$ cat src/rtl/wdog_pkg.sv
// Shared definitions for the serviced watchdog: register offsets,
// control bit positions and the two service words.
package wdog_pkg;

    typedef enum logic [1:0] {
        ADR_CTRL = 2'd0,
        ADR_TMO  = 2'd1,
        ADR_CNT  = 2'd2,
        ADR_NONE = 2'd3
    } reg_sel_e;

    localparam int CTRL_RUN_BIT   = 0;
    localparam int CTRL_LOCKC_BIT = 1;
    localparam int CTRL_LOCKT_BIT = 2;

    localparam logic [15:0] SVC_ARM_WORD  = 16'h5555;
    localparam logic [15:0] SVC_FIRE_WORD = 16'hAAAA;

    typedef struct packed {
        logic lock_tmo;
        logic lock_ctl;
        logic run;
    } ctrl_t;

endpackage

$ cat src/rtl/wdog_bus_if.sv
// Bus slave front end. Decodes an access, returns a one-cycle
// acknowledge on the following cycle and registers read data from the
// mux of register views. Assumes the master holds a request until it
// sees the acknowledge, and then drops it.
module wdog_bus_if
    import wdog_pkg::*;
#(
    parameter int DATA_W = 16
) (
    input  logic              clk,
    input  logic              rst_n,
    input  logic              cyc,
    input  logic              stb,
    input  logic              we,
    input  logic [1:0]        adr,
    input  logic [DATA_W-1:0] ctrl_rd,
    input  logic [DATA_W-1:0] tmo_rd,
    input  logic [DATA_W-1:0] cnt_rd,
    output logic              ack,
    output logic [DATA_W-1:0] rdat,
    output logic              wr_en,
    output reg_sel_e          wr_sel
);

    logic              req;
    logic [DATA_W-1:0] rd_mux;

    // An access is new only while no acknowledge is outstanding.
    assign req    = cyc & stb & ~ack;
    assign wr_en  = req & we;
    assign wr_sel = reg_sel_e'(adr);

    // Select the register view addressed by the bus.
    always_comb begin
        unique case (reg_sel_e'(adr))
            ADR_CTRL: rd_mux = ctrl_rd;
            ADR_TMO:  rd_mux = tmo_rd;
            ADR_CNT:  rd_mux = cnt_rd;
            default:  rd_mux = '0;
        endcase
    end

    // Register the acknowledge and the read data.
    always_ff @(posedge clk) begin
        if (!rst_n) begin
            ack  <= 1'b0;
            rdat <= '0;
        end else begin
            ack <= req;
            if (req && !we) begin
                rdat <= rd_mux;
            end
        end
    end

endmodule

$ cat src/rtl/wdog_cfg_regs.sv
// Control and timeout registers with write-once locks. Emits a load
// pulse when a control write turns the enable bit from 0 to 1.
// Assumes CNT_W <= DATA_W.
module wdog_cfg_regs
    import wdog_pkg::*;
#(
    parameter int DATA_W = 16,
    parameter int CNT_W  = 16
) (
    input  logic              clk,
    input  logic              rst_n,
    input  logic              wr_en,
    input  reg_sel_e          wr_sel,
    input  logic [DATA_W-1:0] wr_data,
    output ctrl_t             ctrl,
    output logic [CNT_W-1:0]  timeout,
    output logic              en_load,
    output logic [DATA_W-1:0] ctrl_rd,
    output logic [DATA_W-1:0] tmo_rd
);

    logic ctrl_wr;
    logic tmo_wr;

    assign ctrl_wr = wr_en && (wr_sel == ADR_CTRL) && !ctrl.lock_ctl;
    assign tmo_wr  = wr_en && (wr_sel == ADR_TMO) && !ctrl.lock_tmo;
    assign en_load = ctrl_wr && wr_data[CTRL_RUN_BIT] && !ctrl.run;

    // Update the control fields; lock bits can only be set.
    always_ff @(posedge clk) begin
        if (!rst_n) begin
            ctrl <= '0;
        end else if (ctrl_wr) begin
            ctrl.run      <= wr_data[CTRL_RUN_BIT];
            ctrl.lock_ctl <= wr_data[CTRL_LOCKC_BIT];
            ctrl.lock_tmo <= ctrl.lock_tmo | wr_data[CTRL_LOCKT_BIT];
        end
    end

    // Hold the timeout value unless its lock is set.
    always_ff @(posedge clk) begin
        if (!rst_n) begin
            timeout <= '0;
        end else if (tmo_wr) begin
            timeout <= wr_data[CNT_W-1:0];
        end
    end

    // Zero-extended read views.
    always_comb begin
        ctrl_rd                 = '0;
        ctrl_rd[CTRL_RUN_BIT]   = ctrl.run;
        ctrl_rd[CTRL_LOCKC_BIT] = ctrl.lock_ctl;
        ctrl_rd[CTRL_LOCKT_BIT] = ctrl.lock_tmo;
        tmo_rd                  = '0;
        tmo_rd[CNT_W-1:0]       = timeout;
    end

endmodule

$ cat src/rtl/wdog_svc_seq.sv
// Service-sequence tracker. Arms on the first service word written to
// the count register and fires a reload on the second one if armed.
// Any other count-register write disarms. Other registers are ignored.
module wdog_svc_seq
    import wdog_pkg::*;
#(
    parameter int DATA_W = 16
) (
    input  logic              clk,
    input  logic              rst_n,
    input  logic              wr_en,
    input  reg_sel_e          wr_sel,
    input  logic [DATA_W-1:0] wr_data,
    output logic              svc_reload
);

    localparam logic [DATA_W-1:0] ARM_W  = DATA_W'(SVC_ARM_WORD);
    localparam logic [DATA_W-1:0] FIRE_W = DATA_W'(SVC_FIRE_WORD);

    logic cnt_wr;
    logic armed;

    assign cnt_wr     = wr_en && (wr_sel == ADR_CNT);
    assign svc_reload = cnt_wr && armed && (wr_data == FIRE_W);

    // Track whether the first service word was the last count write.
    always_ff @(posedge clk) begin
        if (!rst_n) begin
            armed <= 1'b0;
        end else if (cnt_wr) begin
            armed <= (wr_data == ARM_W);
        end
    end

endmodule

$ cat src/rtl/wdog_down_ctr.sv
// Down-counter and sticky expiry flag. Load has priority over a tick.
// A tick at zero while running sets the flag, which holds until reset
// and stops further counting.
module wdog_down_ctr #(
    parameter int CNT_W = 16
) (
    input  logic             clk,
    input  logic             rst_n,
    input  logic             run,
    input  logic             tick,
    input  logic             load,
    input  logic [CNT_W-1:0] load_val,
    output logic [CNT_W-1:0] count,
    output logic             expired
);

    logic at_zero;

    assign at_zero = (count == '0);

    // Reload, decrement or expire.
    always_ff @(posedge clk) begin
        if (!rst_n) begin
            count   <= '0;
            expired <= 1'b0;
        end else if (load) begin
            count <= load_val;
        end else if (run && tick && !expired) begin
            if (at_zero) begin
                expired <= 1'b1;
            end else begin
                count <= count - 1'b1;
            end
        end
    end

endmodule

$ cat src/rtl/svc_watchdog.sv
// Top level of the serviced watchdog: bus slave, configuration
// registers, service tracker and down-counter. Assumes CNT_W <= DATA_W
// and DATA_W >= 16, so that the service words fit.
module svc_watchdog
    import wdog_pkg::*;
#(
    parameter int DATA_W = 16,
    parameter int CNT_W  = 16
) (
    input  logic              clk,
    input  logic              rst_n,
    input  logic              tick_en,
    input  logic              bus_cyc,
    input  logic              bus_stb,
    input  logic              bus_we,
    input  logic [1:0]        bus_adr,
    input  logic [DATA_W-1:0] bus_wdat,
    output logic [DATA_W-1:0] bus_rdat,
    output logic              bus_ack,
    output logic              wdt_reset_req
);

    logic              wr_en;
    reg_sel_e          wr_sel;
    ctrl_t             ctrl;
    logic [CNT_W-1:0]  timeout;
    logic [CNT_W-1:0]  count;
    logic              en_load;
    logic              svc_reload;
    logic              ctr_load;
    logic              run;
    logic              lock_ctl;
    logic              lock_tmo;
    logic [DATA_W-1:0] ctrl_rd;
    logic [DATA_W-1:0] tmo_rd;
    logic [DATA_W-1:0] cnt_rd;

    assign ctr_load = en_load | svc_reload;
    assign run      = ctrl.run;
    assign lock_ctl = ctrl.lock_ctl;
    assign lock_tmo = ctrl.lock_tmo;

    // Zero-extend the live count for reads.
    always_comb begin
        cnt_rd            = '0;
        cnt_rd[CNT_W-1:0] = count;
    end

    wdog_bus_if #(.DATA_W(DATA_W)) u_bus (
        .clk     (clk),
        .rst_n   (rst_n),
        .cyc     (bus_cyc),
        .stb     (bus_stb),
        .we      (bus_we),
        .adr     (bus_adr),
        .ctrl_rd (ctrl_rd),
        .tmo_rd  (tmo_rd),
        .cnt_rd  (cnt_rd),
        .ack     (bus_ack),
        .rdat    (bus_rdat),
        .wr_en   (wr_en),
        .wr_sel  (wr_sel)
    );

    wdog_cfg_regs #(.DATA_W(DATA_W), .CNT_W(CNT_W)) u_cfg (
        .clk     (clk),
        .rst_n   (rst_n),
        .wr_en   (wr_en),
        .wr_sel  (wr_sel),
        .wr_data (bus_wdat),
        .ctrl    (ctrl),
        .timeout (timeout),
        .en_load (en_load),
        .ctrl_rd (ctrl_rd),
        .tmo_rd  (tmo_rd)
    );

    wdog_svc_seq #(.DATA_W(DATA_W)) u_svc (
        .clk        (clk),
        .rst_n      (rst_n),
        .wr_en      (wr_en),
        .wr_sel     (wr_sel),
        .wr_data    (bus_wdat),
        .svc_reload (svc_reload)
    );

    wdog_down_ctr #(.CNT_W(CNT_W)) u_ctr (
        .clk      (clk),
        .rst_n    (rst_n),
        .run      (ctrl.run),
        .tick     (tick_en),
        .load     (ctr_load),
        .load_val (timeout),
        .count    (count),
        .expired  (wdt_reset_req)
    );

endmodule

$ cat config.mk
export PLATFORM = sky130hd
export DESIGN_NAME = svc_watchdog
export DESIGN_NICKNAME = d
export VERILOG_FILES = /design/src/rtl/wdog_pkg.sv /design/src/rtl/wdog_bus_if.sv /design/src/rtl/wdog_cfg_regs.sv /design/src/rtl/wdog_svc_seq.sv /design/src/rtl/wdog_down_ctr.sv /design/src/rtl/svc_watchdog.sv
export SDC_FILE = /design/constraint.sdc
export NUM_CORES = 1
export LEC_CHECK = 0
export BUFFER_PORTS_ARGS = -buffer_cell sky130_fd_sc_hd__buf_4
export CORE_MARGIN = 2
export CORE_UTILIZATION = 54
export CTS_BUF_LIST = sky130_fd_sc_hd__clkbuf_8 sky130_fd_sc_hd__clkbuf_16
export CTS_CLUSTER_DIAMETER = 30
export DETAILED_ROUTE_END_ITERATION = 7
export PLACE_DENSITY = 0.83
export SETUP_SLACK_MARGIN = 0.1
export SYNTH_ARGS = -nofsm -noshare
export SYNTH_HDL_FRONTEND = slang
export SYNTH_SLANG_ARGS = --single-unit
$ cat constraint.sdc
create_clock -name clk -period 4.7 [get_ports clk]
set_input_delay 1.41 -clock clk [delete_from_list [all_inputs] [get_ports clk]]
set_output_delay 1.41 -clock clk [all_outputs]
set_load 0.01 [all_outputs]
== Word level (Yosys, flattened, before mapping) ==
Cells that the tools add are included.

* Reductions and logical operators: 22
* Add/sub/neg operators: 1
* Bitwise logic cells: 7
* Eq/ne operators: 5
* Mux-type cells: 4

{| class="wikitable"
|+ Operators with widths
! kind !! number
|-
| $mux W16 || 3
|-
| $pmux W16 S3 || 1
|-
| $eq A16 B15 Y1 const B || 1
|-
| $eq A16 B16 Y1 const B || 1
|-
| $logic_not A16 Y1 || 1
|-
| $sub A16 B1 Y16 const B || 1
|-
| $logic_and A1 B1 Y1 || 12
|-
| $logic_not A1 Y1 || 5
|-
| $and A1 B1 Y1 || 3
|-
| $reduce_and A3 Y1 || 1
|-
| $eq A2 B1 Y1 const B || 1
|-
| $eq A2 B2 Y1 const B || 1
|-
| $logic_not A2 Y1 || 1
|-
| $ne A2 B2 Y1 const B || 1
|-
| $not A1 Y1 || 2
|-
| $or A1 B1 Y1 || 2
|-
| $reduce_and A2 Y1 || 1
|-
| $reduce_bool A2 Y1 || 1
|}

* Word-level logic and storage cells: 48
* Bits in registers: 54
* Input bits: 24

== Depth between registers and ports, before layout ==
Gate-level depths: netlist (run 1).

* Depth in word-level cells: 10
* Mapped depth: 8
* Depth with buffers taken out: 7

== Hierarchy ==
A second synthesis (run 1) with hierarchy kept.

* Cell total of the unflattened synthesis: 351
* Area, all modules: 3,201.8 um2

{| class="wikitable"
|+ By module, submodules not included
! module !! instances !! cells an instance !! seq. area each (um2) !! area an instance (um2)
|-
| wdog_down_ctr || 1 || 135 || 340.3 || 1,089.8
|-
| wdog_cfg_regs || 1 || 115 || 380.4 || 1,013.5
|-
| wdog_bus_if || 1 || 82 || 340.3 || 937.1
|-
| wdog_svc_seq || 1 || 18 || 20.0 || 155.1
|-
| svc_watchdog || 1 || 1 || 0.0 || 6.3
|}

== Least setup slack after synthesis (run 1) ==
OpenSTA, ideal clock, no wires.

* Path type: input to register
* Start point: input bus_adr[1]
* End point: register u_cfg.timeout[10]
* Data required time: 4,572 ps
* Arrival: 2,848 ps
* Slack: 1,725 ps
* Path buffers: 4
* Library setup time: 128 ps
* Stages on the path: 8
* Cells stage by stage: clkbuf_1 nor2b_1 clkbuf_1 or3b_1 buf_2 buf_2 mux2i_1 nor2_1

* Cells in the longest elaborated chain, start to end: 3

{| class="wikitable"
|+ Ends and longest elaborated chain
! element !! RTL line !! text
|-
| from (decl) || svc_watchdog.sv:16 || <nowiki>input logic [1:0] bus_adr,</nowiki>
|-
| $eq A2 B1 Y1 || wdog_cfg_regs.sv:26 || <nowiki>assign tmo_wr = wr_en && (wr_sel == ADR_TMO) && !ctrl.lock_tmo;</nowiki>
|-
| $logic_and A1 B1 Y1 (2 in series) || wdog_cfg_regs.sv:26 ||
|-
| to (signal assigned) || wdog_cfg_regs.sv:45 || <nowiki>timeout <= wr_data[CNT_W-1:0];</nowiki>
|-
| to (decl) || wdog_cfg_regs.sv:16 || <nowiki>output logic [CNT_W-1:0] timeout,</nowiki>
|}

No other way between the ends.
A chain may end at the register's enable or synchronous reset.

== Final worst setup path (run 1) ==
* Start point: input bus_stb
* End point: register u_ctr.count[1]

* Cells in the longest elaborated chain, start to end: 10
* Elaborated cells on any way between the ends: 15
* Classes of those cells: 1 x eq/ne; 1 x mux; 4 x bitwise; 9 x reduce/logical

{| class="wikitable"
|+ Ends and longest elaborated chain
! element !! RTL line !! text
|-
| from (decl) || svc_watchdog.sv:14 || <nowiki>input logic bus_stb,</nowiki>
|-
| $and A1 B1 Y1 (*) (2 in series) || wdog_bus_if.sv:29 || <nowiki>assign req = cyc & stb & ~ack;</nowiki>
|-
| $and A1 B1 Y1 (*) || wdog_bus_if.sv:30 || <nowiki>assign wr_en = req & we;</nowiki>
|-
| $logic_and A1 B1 Y1 (2 in series) || wdog_cfg_regs.sv:25 || <nowiki>assign ctrl_wr = wr_en && (wr_sel == ADR_CTRL) && !ctrl.lock_ctl;</nowiki>
|-
| $logic_and A1 B1 Y1 (2 in series) || wdog_cfg_regs.sv:27 || <nowiki>assign en_load = ctrl_wr && wr_data[CTRL_RUN_BIT] && !ctrl.run;</nowiki>
|-
| $or A1 B1 Y1 (*) || svc_watchdog.sv:38 || <nowiki>assign ctr_load = en_load | svc_reload;</nowiki>
|-
| $ne A2 B2 Y1 (no line) or $reduce_bool A2 Y1 (tied branches) || -- ||
|-
| $reduce_and A2 Y1 (no line) || -- ||
|-
| to (signal assigned) || wdog_down_ctr.sv:27 || <nowiki>count <= load_val;</nowiki>
|-
| to (signal assigned) || wdog_down_ctr.sv:32 || <nowiki>count <= count - 1'b1;</nowiki>
|-
| to (decl) || wdog_down_ctr.sv:13 || <nowiki>output logic [CNT_W-1:0] count,</nowiki>
|}

Every way passes the cells marked *; elsewhere a longest branch is shown, timed or not.

==> results of run 1 <==
worst paths after layout:
kind	from	endpoint	slack, ns	depth (start not counted)
min	u_bus.ack$_SDFF_PN0_	u_bus.ack$_SDFF_PN0_	0.50	1
max	bus_stb	u_ctr.count[1]$_SDFFE_PN0P_	1.58	6
max reg2reg	u_ctr.count[0]$_SDFFE_PN0P_	u_ctr.count[1]$_SDFFE_PN0P_	2.07	7
min reg2reg	u_bus.ack$_SDFF_PN0_	u_bus.ack$_SDFF_PN0_	0.50	1
sequential cells by signal (all words and copies together), names as in the netlist:
name	count
u_ctr.count	16
u_ctr.expired	1
u_cfg.ctrl	3
u_bus.rdat	16
u_bus.ack	1
u_svc.armed	1
u_cfg.timeout	16
routing by layer:
metal / vias to the layer above / global-route usage / part of all wire
li1: 1105 / - / -
met5: - / 0 / 0
met3: 7 / 0.0456 / 0.065
met4: 0 / 0.0658 / 0.011
met2: 79 / 0.348 / 0.44
met1: 1017 / 0.318 / 0.48
cells in the final DEF, fill, tap and decap left out, drive strengths merged:
cell type	count
and3b	1
mux2i	22
o221ai	1
or3b	1
nor4b	1
a21oi	22
or4b	1
nand4b	1
nand2	7
or4bb	2
dfxtp	54
nand3	1
a211oi	16
nor4bb	5
inv	3
nand3b	1
nor2	47
nand4bb	1
a311oi	1
nor4	10
xnor2	12
nand4	1
clkbuf	6
nor3	8
o21ai	15
nand2b	3
nor2b	4
or4	3
a22oi	13
ha	2
buf	43
a41oi	1
or3	6
cell type report:
class | count | area share
Inverter | 3 | 0.00380
Multi-Input combinational cell | 209 | 0.472
Tap cell | 54 | 0.0228
Timing Repair Buffer | 43 | 0.109
Sequential cell | 54 | 0.365
Clock buffer | 6 | 0.0278
power groups by stage:
stage	Clock, mW	Combinational, mW	Sequential (mW)
4_1_cts	0.258	0.0985	0.476
5_1_grt	0.274	0.108	0.478
3_3_place_gp	0	0.0964	0.486
2_1_floorplan	0	0.0559	0.488
3_5_place_dp	0	0.0983	0.487
6_report	0.258	0.0986	0.476
logic make-up after synthesis:
family / count (synthesis) / synth area share
AOI/OAI and AO/OA: 69 / 0.167
muxes: 22 / 0.0859
DFF: 54 / 0.421
and+or+nand+nor: 104 / 0.239
adders and majority gates: 2 / 0.00975
xor gates and xnor gates: 12 / 0.0410
buffers and inverters: 23 / 0.0361
per-stage QoR:
stage	hold WS (ns)	std cells
CTS	0.502	369
detailed placement	0.489	363
global placement	0.471	363
floorplan	0.453	286
finish	0.500	369
global route	0.514	369
==> run metrics, run 1 <==
relative slew slack 0.159; core area 4660 µm²; setup ws final 1.58 ns; critical path class in -> reg; clk_lat worst skew 0.31 ns; Pint 0.627 mW; Num CTS Buffers 5; ant diodes 0; Setup WS pre-CTS 1.34 ns; Worst Max-Slew Pin Slew 1.26 ns; Period Utilization, post-route 0.664; Worst EP required 4.93 ns; RSZ-0062 raised after global routing no; sequential share of power 0.572; I/O pins 42; final setup fails 0; Slowest cell on crit path a21oi_2; Synth area leader dfxtp_1; cts repair resizes 0; Die ar. 5320 µm²; filler cell count in the final layout 407; Total Wirelength 5650 µm; outcome complete, no violations; layout cells sized above 1 0.184; final-report hold violation count 0; combinational power share 0.118; Clk network pwr share 0.310; synth unique cells 40; GRT Overall Usage 0.225; register area 1080 µm²; prevailing post-synth register cell dfxtp_1; Clock Skews 0.00280 ns; cell area after synthesis 2560 µm²; multi-input logic area 1400 µm²; Arr. time, crit path 3.35 ns; Die Wd 72.9 µm; routability congestion estimate 0.888; clock transition at the registers of the reported paths 0.09 ns; Setup TNS Final 0 ns; Switching Share 0.247; Avg Vias per Cell 5.98; CTS tree built; Overflow after GRT 0; CP max FO 33; Post-CTS Repair Setup Buffers 0; Yosys warnings 0; H-tree Lvls 2; # hold bufs at CTS 0; number of flops mapped to enable cells by yosys 0; minimum clock period after layout 3.12 ns; CP Cell Sequence buf_4 > nand4b_1 > nor4_1 > a21oi_2 > o221ai_1 > a21oi_1; Die Y 72.9 µm; Seq/Total Area, Yosys 0.421; most numerous cell in the Yosys netlist dfxtp_1; Leakage 1.16 nW; IO buf count 41; Layout area overhead 15.6%; cell family with most CP delay compound AO/OA/AOI/OAI gates; initial antenna violation count 0; Via Count 2,208; CTS Root Cell clkbuf_8; number of max-cap violations 0; Cells after Synth 286; Pwr Total 0.833 mW; Synth top area share 0.421; Hold WC Path Type reg -> reg; CP startpoint kind primary input; Slew Limit Fails 0; DRC errors left 0; DRT iter0 DRCs 212; Util after Layout 0.636; VDD IR-drop max 0.000209 V; Core Rows 25; HPWL reported at the end of detailed placement 4020 µm; first-pass GRT wire length 9260 µm; WP buf/inv 1; PwrDens 281 nW/µm²; mean cell area of the mapped netlist 8.97 µm²; Synth Net Count 312; CP Capture Type flip-flop; Async SR Flop Fraction 0; switching pwr 0.206 mW; clk buf depth 2; number of global-route vias before repair 1,925; largest net degree at the start of global routing 41; post-DR wirelength/cell 15.3 µm; DP Area 2880 µm²; CP max stage delay 0.94 ns; Max Clk Rate 0.321 GHz; FF+latch count, synth 54; Pre-Repair DR Iteration Count 4; CTS sink cnt 54; Final #Nets 342; ANT nets after route 0; Area contributors post-synth dfxtp_1 (42%), mux2i_1 (8.6%), nor2_1 (6.9%); final design area excluding fillers 2970 µm²; Post-synth top cells dfxtp_1 (54), nor2_1 (47), a21oi_1 (22), mux2i_1 (22), clkbuf_1 (17); initial core utilization 0.550
Note: power is estimated with default switching activity, not from simulation.
==> run 2: changes to the inputs <==
Settings changed: ABC_AREA from default to 1, PLACE_DENSITY 0.83 to 0.81.
Clock period 4.7 ns to 3.1 ns, I/O delays scaled along.
==> run 2 against run 1 <==
- combinational power grew 29%
- first-iteration DRC count grew 38%
- synthesized cell count grew 69%
- cell count grew 59%
- routed wire length grew 39%
- sequential power grew 51%
- critical path type unchanged
==> run metrics, run 2 <==
HPWL reported at the end of detailed placement 5800 µm; Seq/Total Area, Yosys 0.344; Area contributors post-synth dfxtp_1 (34%), nand2_1 (14%), nor2_1 (11%); cell area after synthesis 3140 µm²; I/O pins 42; WP buf/inv 3; CP Cell Sequence buf_4 > inv_2 > nand4_1 > inv_1 > o21ai_0 > a21oi_1; largest net degree at the start of global routing 37; Post-synth top cells nand2_1 (118), nor2_1 (88), dfxtp_1 (54), inv_1 (54), nand3_1 (34); Core Rows 27; Cells after Synth 484; core area 5570 µm²; PwrDens 401 nW/µm²; final-report hold violation count 0; Arr. time, crit path 2.47 ns; synth unique cells 34; DP Area 3420 µm²; CP max FO 31; multi-input logic area 1710 µm²; Setup WS pre-CTS 0.563 ns; Worst EP required 3.34 ns; ant diodes 0; prevailing post-synth register cell dfxtp_1; CTS tree built; ANT nets after route 0; clk_lat worst skew 0.32 ns; number of max-cap violations 0; setup ws final 0.879 ns; number of flops mapped to enable cells by yosys 0; Synth area leader dfxtp_1; initial core utilization 0.563; register area 1080 µm²; leading cell types in the layout, fill and taps excluded nand2_1 (118), nor2_1 (88), inv_1 (54), dfxtp_1 (54), buf_4 (42); Pre-Repair DR Iteration Count 5; Worst Max-Slew Pin Slew 0.722 ns; CTS Root Cell clkbuf_8; final setup fails 0; IO buf count 41; cell family with most CP delay buffers and inverters; Num CTS Buffers 5; Synth Net Count 510; cts repair resizes 0; minimum clock period after layout 2.22 ns; DRT iter0 DRCs 292; Setup TNS Final 0 ns; Hold WC Path Type reg -> reg; Synth top area share 0.344; mean cell area of the mapped netlist 6.48 µm²; routability congestion estimate 0.901; critical path class in -> reg; Leakage 1.78 nW; CP Capture Type flip-flop; # hold bufs at CTS 0; Final #Nets 539; most common cell after layout, fill and taps aside nand2_1; clock transition at the registers of the reported paths 0.09 ns; Yosys warnings 0; Avg Vias per Cell 5.37; CTS sink cnt 54; Clock Skews 0.0123 ns; FF+latch count, synth 54; Max Clk Rate 0.450 GHz; final design area excluding fillers 3560 µm²; first-pass GRT wire length 13,200 µm; Period Utilization, post-route 0.716; initial antenna violation count 0; Post-CTS Repair Setup Buffers 0; Layout area overhead 13.5%; Via Count 3,144; CP startpoint kind primary input; Die ar. 6440 µm²; outcome complete, no violations; RSZ-0062 raised after global routing no; Async SR Flop Fraction 0; Slowest cell on crit path inv_1; Die Y 80.2 µm; VDD IR-drop max 0.000304 V; Slew Limit Fails 0; post-DR wirelength/cell 13.4 µm; relative slew slack 0.518; layout cells sized above 1 0.144; largest registers u_bus.rdat x16, u_cfg.timeout x16, u_ctr.count x16; GRT Overall Usage 0.261; filler cell count in the final layout 521; Total Wirelength 7860 µm; DRC errors left 0; clk buf depth 2; most numerous cell in the Yosys netlist nand2_1; number of global-route vias before repair 2,782; H-tree Lvls 2; CP max stage delay 0.57 ns; Die Wd 80.2 µm; Overflow after GRT 0
==> run 2: cell count changes after synthesis, sizes merged, moves of 13 or more <==
cell | previous run | this run
nand2 | 7 | 126
inv | 3 | 57
nor2 | 47 | 96
nand3 | 1 | 38
mux2i | 22 | 0
a211oi | 16 | 0
o21ai | 15 | 30
a31oi | 0 | 14
a22oi | 13 | 0
==> run 2: worst paths after layout <==
| check | startpoint | end | slack, ns | cells past startpoint |
|---|---|---|---|---|
| worst max-delay path | bus_adr[1] | u_cfg.timeout[8]$_SDFFE_PN0P_ | 0.88 | 6 |
| worst min-delay path | u_bus.rdat[2]$_SDFFE_PN0P_ | u_bus.rdat[2]$_SDFFE_PN0P_ | 0.47 | 2 |
| worst max register to register | u_ctr.count[0]$_SDFFE_PN0P_ | u_ctr.count[2]$_SDFFE_PN0P_ | 0.95 | 10 |
| worst min register to register | u_bus.rdat[2]$_SDFFE_PN0P_ | u_bus.rdat[2]$_SDFFE_PN0P_ | 0.47 | 2 |
==> run 2: layout make-up <==
cell class              count  area share
clock buffers               6      0.0232
clock inverters             2      0.0169
multi-input cells         352       0.481
well taps                  72      0.0253
inverters                  58      0.0618
flip-flops and latches     54       0.304
repair buffers             42      0.0885
==> run 2: logic make-up (layout without fill, tap and decap cells) <==
family,count (synthesis),after routing,share of synthesized area
xor gates and xnor gates,5,5,0.0140
DFF,54,54,0.344
adders and majority gates,2,2,0.00797
and+or+nand+nor,274,274,0.402
buffers and inverters,78,108,0.110
AOI/OAI and AO/OA,71,71,0.122
==> run 2: worst register-to-register path, cell delays in order (launching register included) <==
cell and delay, ns:
dfxtp_1 0.32, inv_1 0.18, ha_1 0.22, nand2_1 0.06, nor2_1 0.09, nand3_1 0.14, nand2_2 0.37, nand3_2 0.32
nor2_1 0.22, nor2_1 0.07, nor2_1 0.08
==> run 2: layer usage <==
layer / part of all wire / up-vias / global-route usage
li1: - / 1600 / -
met1: 0.47 / 1414 / 0.372
met2: 0.45 / 118 / 0.405
met3: 0.067 / 12 / 0.0438
met4: 0.016 / 0 / 0.0746
met5: 0 / - / 0
==> run 2: through the flow <==
| stage | hold slack (ns) | std cells | power [mW] | utilization |
|---|---|---|---|---|
| 6_report | 0.472 | 586 | 1.43 | 0.639 |
| 3_5_place_dp | 0.462 | 578 | 0.860 | 0.613 |
| 4_1_cts | 0.475 | 586 | 1.43 | 0.639 |
| 2_1_floorplan | 0.452 | 484 | 0.806 | - |
| 3_3_place_gp | 0.459 | 578 | 0.858 | 0.613 |
| 5_1_grt | 0.503 | 586 | 1.47 | 0.639 |
==> run 2: power breakdown <==
| part | switching (mW) | internal [mW] | leakage (nW) |
|---|---|---|---|
| clock network | 0.240 | 0.345 | 0.0714 |
| logic | 0.0774 | 0.0499 | 1.27 |
| registers | 0.0104 | 0.707 | 0.437 |
==> run 3: changes to the inputs <==
Settings changed: CORE_UTILIZATION 54 to 52, PLACE_DENSITY 0.81 to 0.82.
Clock period 3.1 ns to 1.83 ns, I/O delays scaled along.
==> run 3 against run 2 <==
- register-to-register slack worse by 0.78 ns
- first-iteration DRC count grew 0.68%
- core utilization decreased by 0.49 points
- clock power up 38%
- flip-flop and latch count is the same
- sequential power grew 70%
- die area increased by 3.6%
- global-route usage grew 0.093 points
- cell count increased by 3.6%
==> run metrics, run 3 (synthesized netlist as in run 2, its figures left out) <==
outcome complete, no violations; DRC errors left 0; Core Rows 28; minimum clock period after layout 1.66 ns; Slew Limit Fails 0; leading cell types in the layout, fill and taps excluded nand2_1 (118), nor2_1 (86), buf_4 (56); clk buf depth 2; routability congestion estimate 0.899; Final #Nets 557; Max Clk Rate 0.602 GHz; Die Y 81.7 µm; Leakage 1.89 nW; VDD IR-drop max 0.000433 V; clk_lat worst skew 0.32 ns; relative slew slack 0.794; DRT iter0 DRCs 294; Setup TNS Final 0 ns; sequential share of power 0.538; final-report hold violation count 0; Num CTS Buffers 5; Die Wd 81.7 µm; layout cells sized above 1 0.180; initial antenna violation count 0; GRT Overall Usage 0.262; ANT nets after route 0; most common cell after layout, fill and taps aside nand2_1; number of max-cap violations 0; initial core utilization 0.533; CP startpoint kind flip-flop; Layout area overhead 18.9%; largest registers u_bus.rdat x16, u_cfg.timeout x16, u_ctr.count x16; Switching Share 0.248; final design area excluding fillers 3730 µm²; Avg Vias per Cell 5.42; combinational power share 0.104; Util after Layout 0.634; # hold bufs at CTS 0; HPWL reported at the end of detailed placement 6050 µm; I/O pins 42; H-tree Lvls 2; Pint 1.70 mW; RSZ-0062 raised after global routing no; DP Area 3570 µm²; Worst Max-Slew Pin Slew 0.307 ns; post-DR wirelength/cell 13.7 µm; clock transition at the registers of the reported paths 0.10 ns; switching pwr 0.561 mW; ant diodes 0; IO buf count 41; first-pass GRT wire length 13,800 µm; CTS sink cnt 54; Overflow after GRT 0; final setup fails 0; Total Wirelength 8290 µm; Arr. time, crit path 1.86 ns; Hold WC Path Type reg -> reg; Period Utilization, post-route 0.908; number of global-route vias before repair 3,036; CP max FO 11; Clock Skews 0.0111 ns; Via Count 3,287; largest net degree at the start of global routing 32; CTS Root Cell clkbuf_8; PwrDens 605 nW/µm²; Worst EP required 2.03 ns; Die ar. 6670 µm²; Clk network pwr share 0.358; CTS tree built; critical path class reg -> reg; core area 5890 µm²; CP Capture Type flip-flop; Pre-Repair DR Iteration Count 6
==> run 3: worst paths after layout <==
path,start,end,slack [ns],cells after the start
setup / recovery,u_ctr.count[6]$_SDFFE_PN0P_,u_ctr.count[2]$_SDFFE_PN0P_,0.17,11
hold / removal,u_bus.rdat[0]$_SDFFE_PN0P_,u_bus.rdat[0]$_SDFFE_PN0P_,0.47,2
setup reg to reg,u_ctr.count[6]$_SDFFE_PN0P_,u_ctr.count[2]$_SDFFE_PN0P_,0.17,11
hold reg to reg,u_bus.rdat[0]$_SDFFE_PN0P_,u_bus.rdat[0]$_SDFFE_PN0P_,0.47,2
==> run 3: metal layers <==
layer  track usage  vias up  wire length (µm)
met4        0.0750        0               140
met1         0.343     1517              3670
li1              -     1632                 -
met3        0.0330       15               534
met2         0.452      123              3950
met5             0        -                 0
==> run 3: through the flow <==
stage	setup slack, ns	hold WS (ns)	power (mW)	std cells
6_report	0.169	0.472	2.26	607
3_5_place_dp	-0.00692	0.456	1.47	596
2_1_floorplan	0.157	0.452	1.37	484
4_1_cts	0.114	0.470	2.26	604
3_3_place_gp	0.00836	0.454	1.47	596
5_1_grt	0.0650	0.507	2.32	607
==> run 3: power groups by stage <==
stage               registers, mW  clock network [mW]  logic, mW
finish                       1.22               0.807      0.235
global route                 1.22               0.846      0.258
CTS                          1.21               0.812      0.233
detailed placement           1.24                   0      0.232
global placement             1.24                   0      0.227
floorplan                    1.24                   0      0.121
==> run 3: worst max-delay path, stage by stage, from the launching register on <==
cell	delay (ns)
dfxtp_1	0.37
nor2_1	0.17
nand2_1	0.10
nor2_2	0.15
nand3_2	0.13
nand2_4	0.16
buf_12	0.14
nor2_1	0.05
nand2_1	0.08
nand2_1	0.05
nor2_1	0.09
nor2_1	0.06
==> run 3: cell type report <==
type                       count  area (µm²)
tap                           75        93.8
fill                         531        2150
clock buffer                   5        68.8
inverter                      58         220
timing repair buffer          60         492
clock inverter                 3        41.3
multi-input combinational    352        1730
sequential                    54        1080
==> run 3: repair_timing <==
action                                  CTS  global route
gates resized for setup                   2             6
pin swaps                                 0             1
hold endpoints to repair                  0             0
setup buffers                             0             3
endpoints found under the setup margin    9            16
